===== config.mk =====
export PLATFORM = sky130hd
export DESIGN_NAME = hit_lane_serializer
export DESIGN_NICKNAME = d
export VERILOG_FILES = /design/src/rtl/hls_pkg.sv /design/src/rtl/hls_frame_builder.sv /design/src/rtl/hls_lane_map.sv /design/src/rtl/hls_frame_ctrl.sv /design/src/rtl/hit_lane_serializer.sv
export SDC_FILE = /design/constraint.sdc
export NUM_CORES = 1
export LEC_CHECK = 0
export BUFFER_PORTS_ARGS = -buffer_cell sky130_fd_sc_hd__buf_2
export CELL_PAD_IN_SITES_DETAIL_PLACEMENT = 1
export CELL_PAD_IN_SITES_GLOBAL_PLACEMENT = 1
export CORE_UTILIZATION = 44
export CTS_CLUSTER_DIAMETER = 200
export DETAILED_ROUTE_END_ITERATION = 8
export GPL_TIMING_DRIVEN = 0
export HOLD_SLACK_MARGIN = 0.1
export PLACE_DENSITY_LB_ADDON = 0.05
export SETUP_SLACK_MARGIN = 0.15
export SYNTH_ARGS = -nofsm -noshare
export SYNTH_HDL_FRONTEND = slang
export SYNTH_SLANG_ARGS = --single-unit
export TNS_END_PERCENT = 1

===== constraint.sdc =====
create_clock -name clk -period 4.1 [get_ports clk]
set_input_delay 0.41 -clock clk [delete_from_list [all_inputs] [get_ports clk]]
set_output_delay 0.41 -clock clk [all_outputs]
set_load 0.005 [all_outputs]

===== src/rtl/hls_pkg.sv =====
package hls_pkg;
  localparam int HDR_W    = 4;
  localparam int AMP_W    = 3;
  localparam int SET_W    = 5;
  localparam int STRIP_W  = 4;
  localparam int STAMP_W  = 8;
  localparam int PAY_W    = AMP_W + SET_W + STRIP_W + STAMP_W;
  localparam int FRAME_W  = HDR_W + PAY_W;
  localparam int LANES_MAX = 6;
  localparam int SEL_W    = 2;
  localparam int BEAT_W   = $clog2(FRAME_W / 2 + 1);

  localparam logic [HDR_W-1:0] HDR_HIT  = 4'b1010;
  localparam logic [HDR_W-1:0] HDR_IDLE = 4'b0101;

  typedef struct packed {
    logic [AMP_W-1:0]   amp;
    logic [SET_W-1:0]   set_no;
    logic [STRIP_W-1:0] strip;
    logic [STAMP_W-1:0] stamp;
  } hit_t;

  // lane count coded by the two-bit setting
  function automatic int lanes_of(input logic [SEL_W-1:0] s);
    case (s)
      2'd0:    return 1;
      2'd1:    return 2;
      2'd2:    return 4;
      default: return LANES_MAX;
    endcase
  endfunction

  // clocks per frame at two bits per lane per clock
  function automatic int beats_of(input logic [SEL_W-1:0] s);
    return FRAME_W / (2 * lanes_of(s));
  endfunction
endpackage


===== src/rtl/hls_frame_builder.sv =====
module hls_frame_builder
  import hls_pkg::*;
(
  input  logic               take,
  input  hit_t               hit,
  output logic [FRAME_W-1:0] word
);
  always_comb begin
    if (take) word = {HDR_HIT, hit};
    else      word = {HDR_IDLE, {PAY_W{1'b0}}};
  end
endmodule


===== src/rtl/hls_lane_map.sv =====
module hls_lane_map
  import hls_pkg::*;
(
  input  logic [FRAME_W-1:0]     word,
  input  logic [SEL_W-1:0]       sel,
  output logic [2*LANES_MAX-1:0] bits
);
  logic [3:0] nl;
  assign nl = 4'(lanes_of(sel));

  for (genvar j = 0; j < LANES_MAX; j++) begin : g_lane
    logic rise_b, fall_b;
    always_comb begin
      rise_b = 1'b0;
      fall_b = 1'b0;
      if (j < int'(nl)) begin
        rise_b = word[FRAME_W-1-j];
        fall_b = word[FRAME_W-1-j-int'(nl)];
      end
    end
    assign bits[2*j+1] = rise_b;
    assign bits[2*j]   = fall_b;
  end
endmodule


===== src/rtl/hls_frame_ctrl.sv =====
module hls_frame_ctrl
  import hls_pkg::*;
(
  input  logic             clk,
  input  logic             rst,
  input  logic [SEL_W-1:0] lane_sel,
  output logic             load,
  output logic [SEL_W-1:0] sel_q
);
  logic [BEAT_W-1:0] left_q;

  assign load = !rst && (left_q == '0);

  always_ff @(posedge clk) begin
    if (rst) begin
      left_q <= '0;
      sel_q  <= '0;
    end else if (load) begin
      left_q <= BEAT_W'(beats_of(lane_sel) - 1);
      sel_q  <= lane_sel;
    end else begin
      left_q <= left_q - 1'b1;
    end
  end
endmodule


===== src/rtl/hit_lane_serializer.sv =====
module hit_lane_serializer
  import hls_pkg::*;
(
  input  logic                   clk,
  input  logic                   rst,
  input  logic                   in_valid,
  output logic                   in_ready,
  input  logic [AMP_W-1:0]       hit_amp,
  input  logic [SET_W-1:0]       hit_set,
  input  logic [STRIP_W-1:0]     hit_strip,
  input  logic [STAMP_W-1:0]     hit_stamp,
  input  logic [SEL_W-1:0]       lane_sel,
  output logic [2*LANES_MAX-1:0] lane_bits,
  output logic                   frame_mark
);
  hit_t                   hit_in;
  logic                   load;
  logic [SEL_W-1:0]       sel_q;
  logic [SEL_W-1:0]       cur_sel;
  logic [FRAME_W-1:0]     frame_new;
  logic [FRAME_W-1:0]     sr_q;
  logic [FRAME_W-1:0]     src;
  logic [2*LANES_MAX-1:0] mapped;

  assign hit_in   = {hit_amp, hit_set, hit_strip, hit_stamp};
  assign in_ready = load;

  hls_frame_ctrl u_ctrl (
    .clk      (clk),
    .rst      (rst),
    .lane_sel (lane_sel),
    .load     (load),
    .sel_q    (sel_q)
  );

  hls_frame_builder u_build (
    .take (in_valid & load),
    .hit  (hit_in),
    .word (frame_new)
  );

  assign src     = load ? frame_new : sr_q;
  assign cur_sel = load ? lane_sel  : sel_q;

  hls_lane_map u_map (
    .word (src),
    .sel  (cur_sel),
    .bits (mapped)
  );

  always_ff @(posedge clk) begin
    if (rst) begin
      sr_q       <= '0;
      lane_bits  <= '0;
      frame_mark <= 1'b0;
    end else begin
      lane_bits  <= mapped;
      frame_mark <= load;
      sr_q       <= src << (2 * lanes_of(cur_sel));
    end
  end
endmodule


; Yosys cells after proc, flatten, opt, wreduce, memory -nomap -nowiden
; Cells that the tools add are included.
; Widths: inputs -> output; s select.
[totals]
reg_bits = 43
latchBits = 0
ramBits = 0
rom_bits = 0
input_bits = 25
out_inout_bits = 14
elab_cells = 81
memories = 0
[classes]
addsub = 8
n_mul = 0
n_div = 1
order_cmp = 12
eq_ne = 4
n_shift = 1
mux = 27
bitwise_logic = 7
n_reduce_logical = 11
[op_table]
columns = cell, count
row1 = $lt 32x7->1 const B, 6
row2 = $mux 31, 3
row3 = $mux 24, 2
row4 = $sub 5x3->6 const A, 6
row5 = $div 6x32->32 const A, 1
row6 = $shl 24x32->24, 1
row7 = $bmux 1 s5, 6
row8 = $pmux 3 s3, 2
row9 = $mux 1, 12
row10 = $reduce_or 2->1, 6
row11 = $lt 1x3->1 const A, 2
row12 = $lt 2x3->1 const A, 2
row13 = $lt 3x3->1 const A, 2
row14 = $not 1->1, 6
row15 = $eq 2x1->1 const B, 2
row16 = $eq 2x2->1 const B, 2
row17 = $logic_not 2->1, 2
row18 = $logic_not 4->1, 1
row19 = $mux 4, 1
row20 = $sub 4x1->4 const B, 1
row21 = $sub 4x2->4 const B, 1
row22 = $mux 2, 1
row23 = $and 1x1->1, 1
row24 = $logic_and 1x1->1, 1
row25 = $logic_not 1->1, 1

; Depth between registers and ports, before layout
; Gate-level depths: netlist of run 1.
[depth]
depth_word = 9
mapped_depth = 16

; Modules after synthesis
; From an unflattened synthesis of run 1, not the netlist that was laid out.
[hier_totals]
hier_cells = 297
hier_area_um2 = 2924.1
[by_module_without_submodules]
columns = module, n_inst, cells_per_inst, area_each_um2, seq_area_each_um2
row1 = hit_lane_serializer, 1, 156, 1635.3, 740.7
row2 = hls_lane_map, 1, 85, 830.8, 0.0
row3 = hls_frame_ctrl, 1, 30, 291.5, 120.1
row4 = hls_frame_builder, 1, 26, 166.4, 0.0

; Least setup slack after synthesis of run 1
; No wires, ideal clock.
[synth_timing]
path_type = reg2reg
startpoint = reg u_ctrl.left_q[0]
endpoint = reg sr_q[23]
setup_time_ps = 143
arrival_ps = 3585
required_ps = 3957
setup_slack_ps = 373
stages_incl_launch_ff = 16
n_path_buf = 6
cell_sequence = dfxtp_1 inv_1 ha_1 or4b_1 buf_6 mux2_2 inv_2 buf_1 ha_1 clkbuf_1 buf_2 clkbuf_1 clkbuf_1 nand2_1 a311oi_1 a211oi_1
[synth_between]
elab_chain_len = 7
word_cells_on_any_way = 12
classes_between = eq/ne (2) / shift (1) / mux (5) / bitwise (1) / reduce/logical (3)
[synth_lines]
columns = item, line_no
row1 = "start, declared", hls_frame_ctrl.sv:10  ; logic [BEAT_W-1:0] left_q;
row2 = "start signal, assigned", hls_frame_ctrl.sv:19  ; left_q <= BEAT_W'(beats_of(lane_sel) - 1);
row3 = "start signal, assigned", hls_frame_ctrl.sv:22  ; left_q <= left_q - 1'b1;
row4 = $logic_not 4->1 (*), hls_frame_ctrl.sv:12  ; assign load = !rst && (left_q == '0);
row5 = $logic_and 1x1->1 (*), hls_frame_ctrl.sv:12
row6 = $mux 2, n/a
row7 = $eq 2x2->1 (tied with other cells), hls_pkg.sv:25  ; case (s)
row8 = $pmux 3 s3, hls_pkg.sv:25
row9 = $mux 31, hit_lane_serializer.sv:52  ; if (rst) begin
row10 = $shl 24x32->24 (*), hit_lane_serializer.sv:59  ; sr_q <= src << (2 * lanes_of(cur_sel));
row11 = "end signal, assigned", hit_lane_serializer.sv:59
row12 = "end, declared", hit_lane_serializer.sv:21  ; logic [FRAME_W-1:0] sr_q;
; Every way passes the cells marked *; elsewhere a longest branch is shown, timed or not. The select of a mux whose other input is x is not followed.
; A chain may end at the register's enable or synchronous reset.

; Worst setup path after layout of run 1
[layout_timing]
startpoint = reg u_ctrl.left_q[0]
endpoint = reg lane_bits[4]
[layout_between]
elab_chain_len = 9
word_cells_on_any_way = 17
classes_between = add/sub (1) / order compare (1) / eq/ne (2) / mux (7) / bitwise (2) / reduce/logical (4)
[layout_lines]
columns = item, line_no
row1 = $logic_not 4->1 (*), hls_frame_ctrl.sv:12
row2 = $logic_and 1x1->1 (*), hls_frame_ctrl.sv:12
row3 = $mux 2, n/a
row4 = $eq 2x2->1 (tied with other cells), hls_pkg.sv:25
row5 = $pmux 3 s3, hls_pkg.sv:25
row6 = $sub 5x3->6, hls_lane_map.sv:18  ; fall_b = word[FRAME_W-1-j-int'(nl)];
row7 = $bmux 1 s5, hls_lane_map.sv:18
row8 = $mux 1 (not written as such) (2 in series), hls_lane_map.sv:18
row9 = "end signal, assigned", hit_lane_serializer.sv:57  ; lane_bits <= mapped;
row10 = "end, declared", hit_lane_serializer.sv:13  ; output logic [2*LANES_MAX-1:0] lane_bits,
; Marks and branches as above.

==> results of run 1 <==
timing repair:
item,CTS,global route
setup endpoints to repair,29,15
pin swaps,0,0
resized for setup,8,5
worst paths after layout:
check	start	endpoint	cells after the start
setup / recovery	u_ctrl.left_q[0]$_SDFF_PP0_	lane_bits[4]$_SDFF_PP0_	15
hold / removal	lane_sel[1]	u_ctrl.left_q[0]$_SDFF_PP0_	4
setup reg to reg	u_ctrl.left_q[0]$_SDFF_PP0_	lane_bits[4]$_SDFF_PP0_	15
hold reg to reg	u_ctrl.left_q[0]$_SDFF_PP0_	u_ctrl.left_q[0]$_SDFF_PP0_	1
metrics by stage:
| stage | utilization | TNS, ps | power, mW | area, sq um | hold slack (ps) |
|---|---|---|---|---|---|
| 5_1_grt | 0.519 | 0 | 2.33 | 3290 | 514 |
| 3_5_place_dp | 0.498 | -12450 | 1.83 | 3160 | 477 |
| 3_3_place_gp | 0.498 | -13150 | 1.81 | 3160 | 469 |
| 4_1_cts | 0.517 | 0 | 2.18 | 3280 | 469 |
| 2_1_floorplan | - | 0 | 1.47 | 2880 | 445 |
| 6_report | 0.519 | 0 | 2.22 | 3290 | 469 |
cells by family after synthesis:
group | synth area share
AOI/OAI and AO/OA | 0.151
xor gates and xnor gates | 0.00608
adders and majority gates | 0.0304
buffers and inverters | 0.0686
DFF | 0.299
muxes | 0.270
and+or+nand+nor | 0.176
layout by cell type, fill, tap and decap left out, drive strengths merged, types with 2 or more instances in the layout:
cell type and count:
a221oi 2, dfxtp 43, nand4 5, nor2 29, nand2 13, nand3 6
buf 47, ha 7, o32ai 3, nor3 14, o22ai 10, a21oi 11
clkbuf 24, mux4 11, a22oi 4, a211oi 10, mux2i 47, nand2b 4
o211ai 5, o311ai 3, and3 5, a311oi 2, o21ai 5, mux2 5
and2 18, inv 14, o31ai 3
per-layer routing:
metal  global-route usage  share of wire  vias to the layer above
met4                0.119          0.026                        0
li1                     -              -                     1260
met5                    0              0                        -
met3               0.0477          0.077                       25
met1                0.376           0.42                     1345
met2                0.487           0.48                      123
where the power goes:
group	total (mW)	switching (mW)	internal, mW
Clock	0.333	0.154	0.179
Sequential	0.566	0.0547	0.511
Combinational	1.32	0.793	0.524
Total	2.22	1.00	1.21
flip-flops by register name, indices dropped and copies added, names as in the netlist:
signal,flops
u_ctrl.sel_q,2
frame_mark,1
u_ctrl.left_q,4
lane_bits,12
sr_q,24
worst register-to-register path, cell delays in order (launching register included):
cell	delay, ps
dfxtp_1	330
inv_1	80
ha_1	150
or4b_1	450
buf_6	160
mux2_2	260
inv_2	120
clkbuf_4	240
ha_1	220
clkbuf_2	160
inv_1	130
clkbuf_1	530
o21ai_0	240
o22ai_1	330
and2_1	180
o31ai_1	60
final cells by class:
class	instances	share of cell area
buffer	28	0.0486
clock buffer	6	0.0220
timing repair buffer	37	0.0562
tap	77	0.0293
clock inverter	1	0.00912
sequential	43	0.261
inverter	14	0.0182
multi-input combinational	234	0.555
==> results.md, run 1 <==
* Hold buffers post-CTS at 0
* CTS H-Tree Depth at 2
* Layout area overhead at 14.2%
* CP cell instances: inv_1 -> ha_1 -> or4b_1 -> buf_6 -> mux2_2 -> inv_2 -> clkbuf_4 -> ha_1 -> clkbuf_2 -> inv_1 -> clkbuf_1 -> o21ai_0 -> o22ai_1 -> and2_1 -> o31ai_1
* Clk sinks at 43
* Remaining DRCs at 0
* Pleak at 1.32 nW
* Final net count at 395
* Power per cell area at 673 nW/um^2
* Starting Density at 0.454
* Remaining global-route overflow at 0
* Diodes inserted at 0
* Synth warn at 0
* Placement Rows at 29
* Die Ht at 82.9 um
* Area contributors post-synth: dfxtp_1 (30%), mux2i_1 (16%), mux4_2 (8.6%)
* Final min period at 3760 ps
* RSZ-0062 raised after global routing: yes
* Share of the yosys chip area belonging to registers at 0.299
* Synth Flop Type: dfxtp_1
* Io pins at 39
* Worst Path Buf+Inv at 7
* Worst Path Required at 4290 ps
* Worst vdd ir at 309 uV
* Root buffer cell: clkbuf_8
* # fillers at 740
* WL per Instance at 22.3 um
* Final HPWL DP at 7130 um
* CP Capture Type: flip-flop
* Arr. time, crit path at 3950 ps
* Synthesized net count at 351
* TritonRoute pass-1 iters at 4
* Clock Skew at 7.23 ps
* CTS tree: yes
* Area of the mapped netlist at 2880 sq um
* Worst path top cell family by delay: buffers and inverters
* Top-count cell post-synth: mux2i_1
* Buffers on Ports at 37
* Vias in the first global route at 2,855
* Ys async rst share at 0
* Crit Path Class: reg -> reg
* Final period util at 0.917
* Die width at 82.9 um
* Multi-input gate area at 1830 sq um
* Routed WL at 9810 um
* Max incr delay on CP at 530 ps
* Final WS setup at 342 ps
* Yosys reg bits at 43
* First-pass GRT wire length at 15,500 um
* Worst-skew pair later-pin latency at 300 ps
* Avg Vias per Cell at 6.26
* Cell taking the most area after synthesis: dfxtp_1
* Share of cells above drive strength 1 at 0.212
* DR iter-0 viols at 282
* Area share of the largest cell type after synthesis at 0.299
* Cts bufs inserted at 5
* Max-slew violation count at 0
* R2R setup slack at 340 ps
* Vias at 2,753
* Full die area at 6880 sq um
* Final RePlAce weighted congestion at 0.860
* Placed cells at 433
* Clock buffer depth at 2
* Hold Fails Final Rpt at 0
* Pre-CTS setup slack at -769 ps
* Postcts setup bufs at 0
* Worst-margin pin slew at 724 ps
* Clk slew on worst S/H paths at 90 ps
* Synth top cells by count: mux2i_1 (46), dfxtp_1 (43), nor2_1 (29), and2_1 (18), clkbuf_1 (17)
* Detail Route Antenna Nets at 0
* Max_cap viols at 0
* Syn_area_per_cell at 9.04 sq um
* Worst slew margin at 0.518
* Sequential Area at 861 sq um
* Status: complete, no violations
* CP Launch Type: flip-flop
* Post-synth EDFFs at 0
* Fmax at 0.266 GHz
* Mapped Cells at 319
* Final Setup Violations at 0
* Core Box Area at 6350 sq um
* Tot GR Track Use at 0.292
* Critical path peak fanout at 12
* Initial antenna violation count at 0
* Min-Delay Path Class: in -> reg
* Slowest cell on crit path: clkbuf_1
* Post-Layout Cell Count at 440
* Yosys cell types at 47
* Pin count of the biggest net entering global routing at 14
No activity file was read; power rests on OpenSTA's default activity.
==> run 2, diff against run 1 <==
--- a/config.mk
+++ b/config.mk
@@ -13,7 +13,7 @@
 export DETAILED_ROUTE_END_ITERATION = 8
 export GPL_TIMING_DRIVEN = 0
 export HOLD_SLACK_MARGIN = 0.1
-export PLACE_DENSITY_LB_ADDON = 0.05
+export PLACE_DENSITY = 0.89
 export SETUP_SLACK_MARGIN = 0.15
 export SYNTH_ARGS = -nofsm -noshare
 export SYNTH_HDL_FRONTEND = slang
==> run 2 against run 1 <==
Final cell count stayed put. Largest power group unchanged. Worst setup slack got worse by 36 ps. Utilization fell by 0.26 points. Critical endpoint is now sr_q[14]$_SDFF_PP0_. Die area stayed put. Hold slack better by 11 ps. Sequential power about the same. Count of clock-buffer cells in the layout stayed put. Combinational power about the same. Power down 2.1%.
==> results.md, run 2 (synthesized netlist as in run 1, its figures left out) <==
* Starting Density at 0.454 (unchanged)
* Remaining global-route overflow at 0 (unchanged)
* Postcts setup bufs at 0 (unchanged)
* Remaining DRCs at 0 (unchanged)
* Worst slew margin at 0.502 (-0.0159)
* Core Box Area at 6350 sq um (unchanged)
* CP cell instances: inv_1 -> ha_1 -> or4b_1 -> buf_6 -> mux2_2 -> inv_2 -> buf_4 -> ha_1 -> clkbuf_2 -> buf_6 -> mux2i_1 -> nor2_1 -> a311o_1 -> mux2i_2 -> o22ai_1
* Vias in the first global route at 2,970 (+4.0%)
* RSZ-0062 raised after global routing: no
* Crit. Startpoint: u_ctrl.left_q[0]$_SDFF_PP0_
* Min-Delay Path Class: in -> reg
* Max incr delay on CP at 450 ps (-80 ps)
* WL per Instance at 22.3 um (about the same)
* Clock buffer depth at 2 (unchanged)
* First-pass GRT wire length at 15,700 um (+0.89%)
* Largest regs: sr_q x24, lane_bits x12, u_ctrl.left_q x4
* Max_cap viols at 0 (unchanged)
* Most common cell after layout, fill and taps aside: mux2i_1
* Worst hold margin at 480 ps (+10.6 ps)
* Max reg flops at 24 (unchanged)
* Max-slew violation count at 0 (unchanged)
* CP Capture Type: flip-flop
* Tot Pwr at 2.17 mW (-2.1%)
* Tot GR Track Use at 0.290 (-0.00236)
* Avg Vias per Cell at 6.40 (+2.4%)
* Arr. time, crit path at 3950 ps (about the same)
* Worst path top cell family by delay: buffers and inverters
* Pin count of the biggest net entering global routing at 14 (unchanged)
* Reg-to-Reg Start: u_ctrl.left_q[0]$_SDFF_PP0_
* Final Setup Violations at 0 (unchanged)
* Status: complete, no violations
* Clock Skew at 6.35 ps (-0.878 ps)
* Crit Path Class: reg -> reg
* CTS H-Tree Depth at 2 (unchanged)
* Final net count at 395 (unchanged)
* Root buffer cell: clkbuf_8
* DR iter-0 viols at 195 (-31%)
* Most frequent cells in the layout: mux2i_1 (45), dfxtp_1 (43), buf_2 (40)
* Power per cell area at 662 nW/um^2 (-1.6%)
* Worst Path Required at 4250 ps (-40 ps)
* Worst-margin pin slew at 748 ps (+23.8 ps)
* CP Launch Type: flip-flop
* Critical path peak fanout at 12 (unchanged)
* Diodes inserted at 0 (unchanged)
* Clk sinks at 43 (unchanged)
* Cts bufs inserted at 5 (unchanged)
* TritonRoute pass-1 iters at 4 (unchanged)
* Vias at 2,818 (+2.4%)
* Final min period at 3790 ps (+35.9 ps)
* Routed WL at 9820 um (about the same)
* Layout area overhead at 13.7%
* Hold Startpoint: lane_sel[1]
* # fillers at 757 (+2.3%)
* Hold Fails Final Rpt at 0 (unchanged)
* Die width at 82.9 um (unchanged)
* Placement Rows at 29 (unchanged)
* Worst Path Buf+Inv at 6 (-1)
* Worst-skew pair later-pin latency at 300 ps (about the same)
* Final RePlAce weighted congestion at 0.952 (+11%)
* CTS tree: yes
* Detail Route Antenna Nets at 0 (unchanged)
* Full die area at 6880 sq um (unchanged)
* Final period util at 0.925 (+0.00875)
* Worst vdd ir at 270 uV (-12%)
* Io pins at 39 (unchanged)
* Fmax at 0.264 GHz (-0.95%)
* Final HPWL DP at 7210 um (+1.1%)
* Initial antenna violation count at 0 (unchanged)
* Setup TNS at 0 ps (unchanged)
* Buffers on Ports at 37 (unchanged)
* Die Ht at 82.9 um (unchanged)
* Clk slew on worst S/H paths at 80 ps (about the same)
* Share of cells above drive strength 1 at 0.218 (+0.00551)
* Pleak at 1.32 nW (-0.12%)
* Slowest cell on crit path: or4b_1
* Biggest register: sr_q
[run 2: where the power goes]
group          internal, mW  switching, mW  leakage, nW  total [mW]
clock                 0.132          0.151       0.0470       0.283
sequential            0.511         0.0571        0.349       0.568
combinational         0.524          0.795        0.924        1.32
[run 2: area by class of cell]
| type | count | area [sq um] | share of cell area |
|---|---|---|---|
| buffer | 28 | 159 | 0.0485 |
| clock buffer | 6 | 82.6 | 0.0252 |
| sequential | 43 | 861 | 0.263 |
| inverter | 14 | 60.1 | 0.0183 |
| tap | 77 | 96.3 | 0.0294 |
| multi-input combinational | 234 | 1830 | 0.558 |
| timing repair buffer | 37 | 185 | 0.0565 |
| clock inverter | 1 | 5.00 | 0.00153 |
[run 2: final timing paths]
path | end | slack (ps) | cells after the start
worst max-delay path | sr_q[14]$_SDFF_PP0_ | 310 | 15
worst max register to register | sr_q[14]$_SDFF_PP0_ | 310 | 15
worst min register to register | u_ctrl.left_q[0]$_SDFF_PP0_ | 510 | 1
worst min-delay path | u_ctrl.left_q[2]$_SDFF_PP0_ | 480 | 4
[run 2: metal layers]
layer,GRT usage,part of all wire,up-vias
met5,0,0,-
met4,0.141,0.035,0
met3,0.0437,0.058,28
met2,0.485,0.48,125
met1,0.364,0.43,1404
li1,-,-,1261
[run 2: metrics by stage]
| step | std cells | worst slack (ps) | utilization | instance area, sq um |
|---|---|---|---|---|
| floorplan | 319 | 373 | - | 2880 |
| CTS | 440 | 291 | 0.514 | 3270 |
| global placement | 433 | -705 | 0.498 | 3160 |
| global route | 440 | 147 | 0.516 | 3280 |
| detailed placement | 433 | -872 | 0.498 | 3160 |
| finish | 440 | 306 | 0.516 | 3280 |
[run 2: repair_timing]
| item | in CTS | in global routing |
|---|---|---|
| hold buffers | 0 | 0 |
| resized for setup | 8 | 6 |
| setup endpoints to repair | 29 | 10 |
[run 2: worst register-to-register path, cell delays in order (launching register included)]
cell,delay (ps)
dfxtp_1,340
inv_1,90
ha_1,160
or4b_1,450
buf_6,160
mux2_2,310
inv_2,220
buf_4,270
ha_1,180
clkbuf_2,190
buf_6,210
mux2i_1,210
nor2_1,60
a311o_1,400
mux2i_2,290
o22ai_1,130
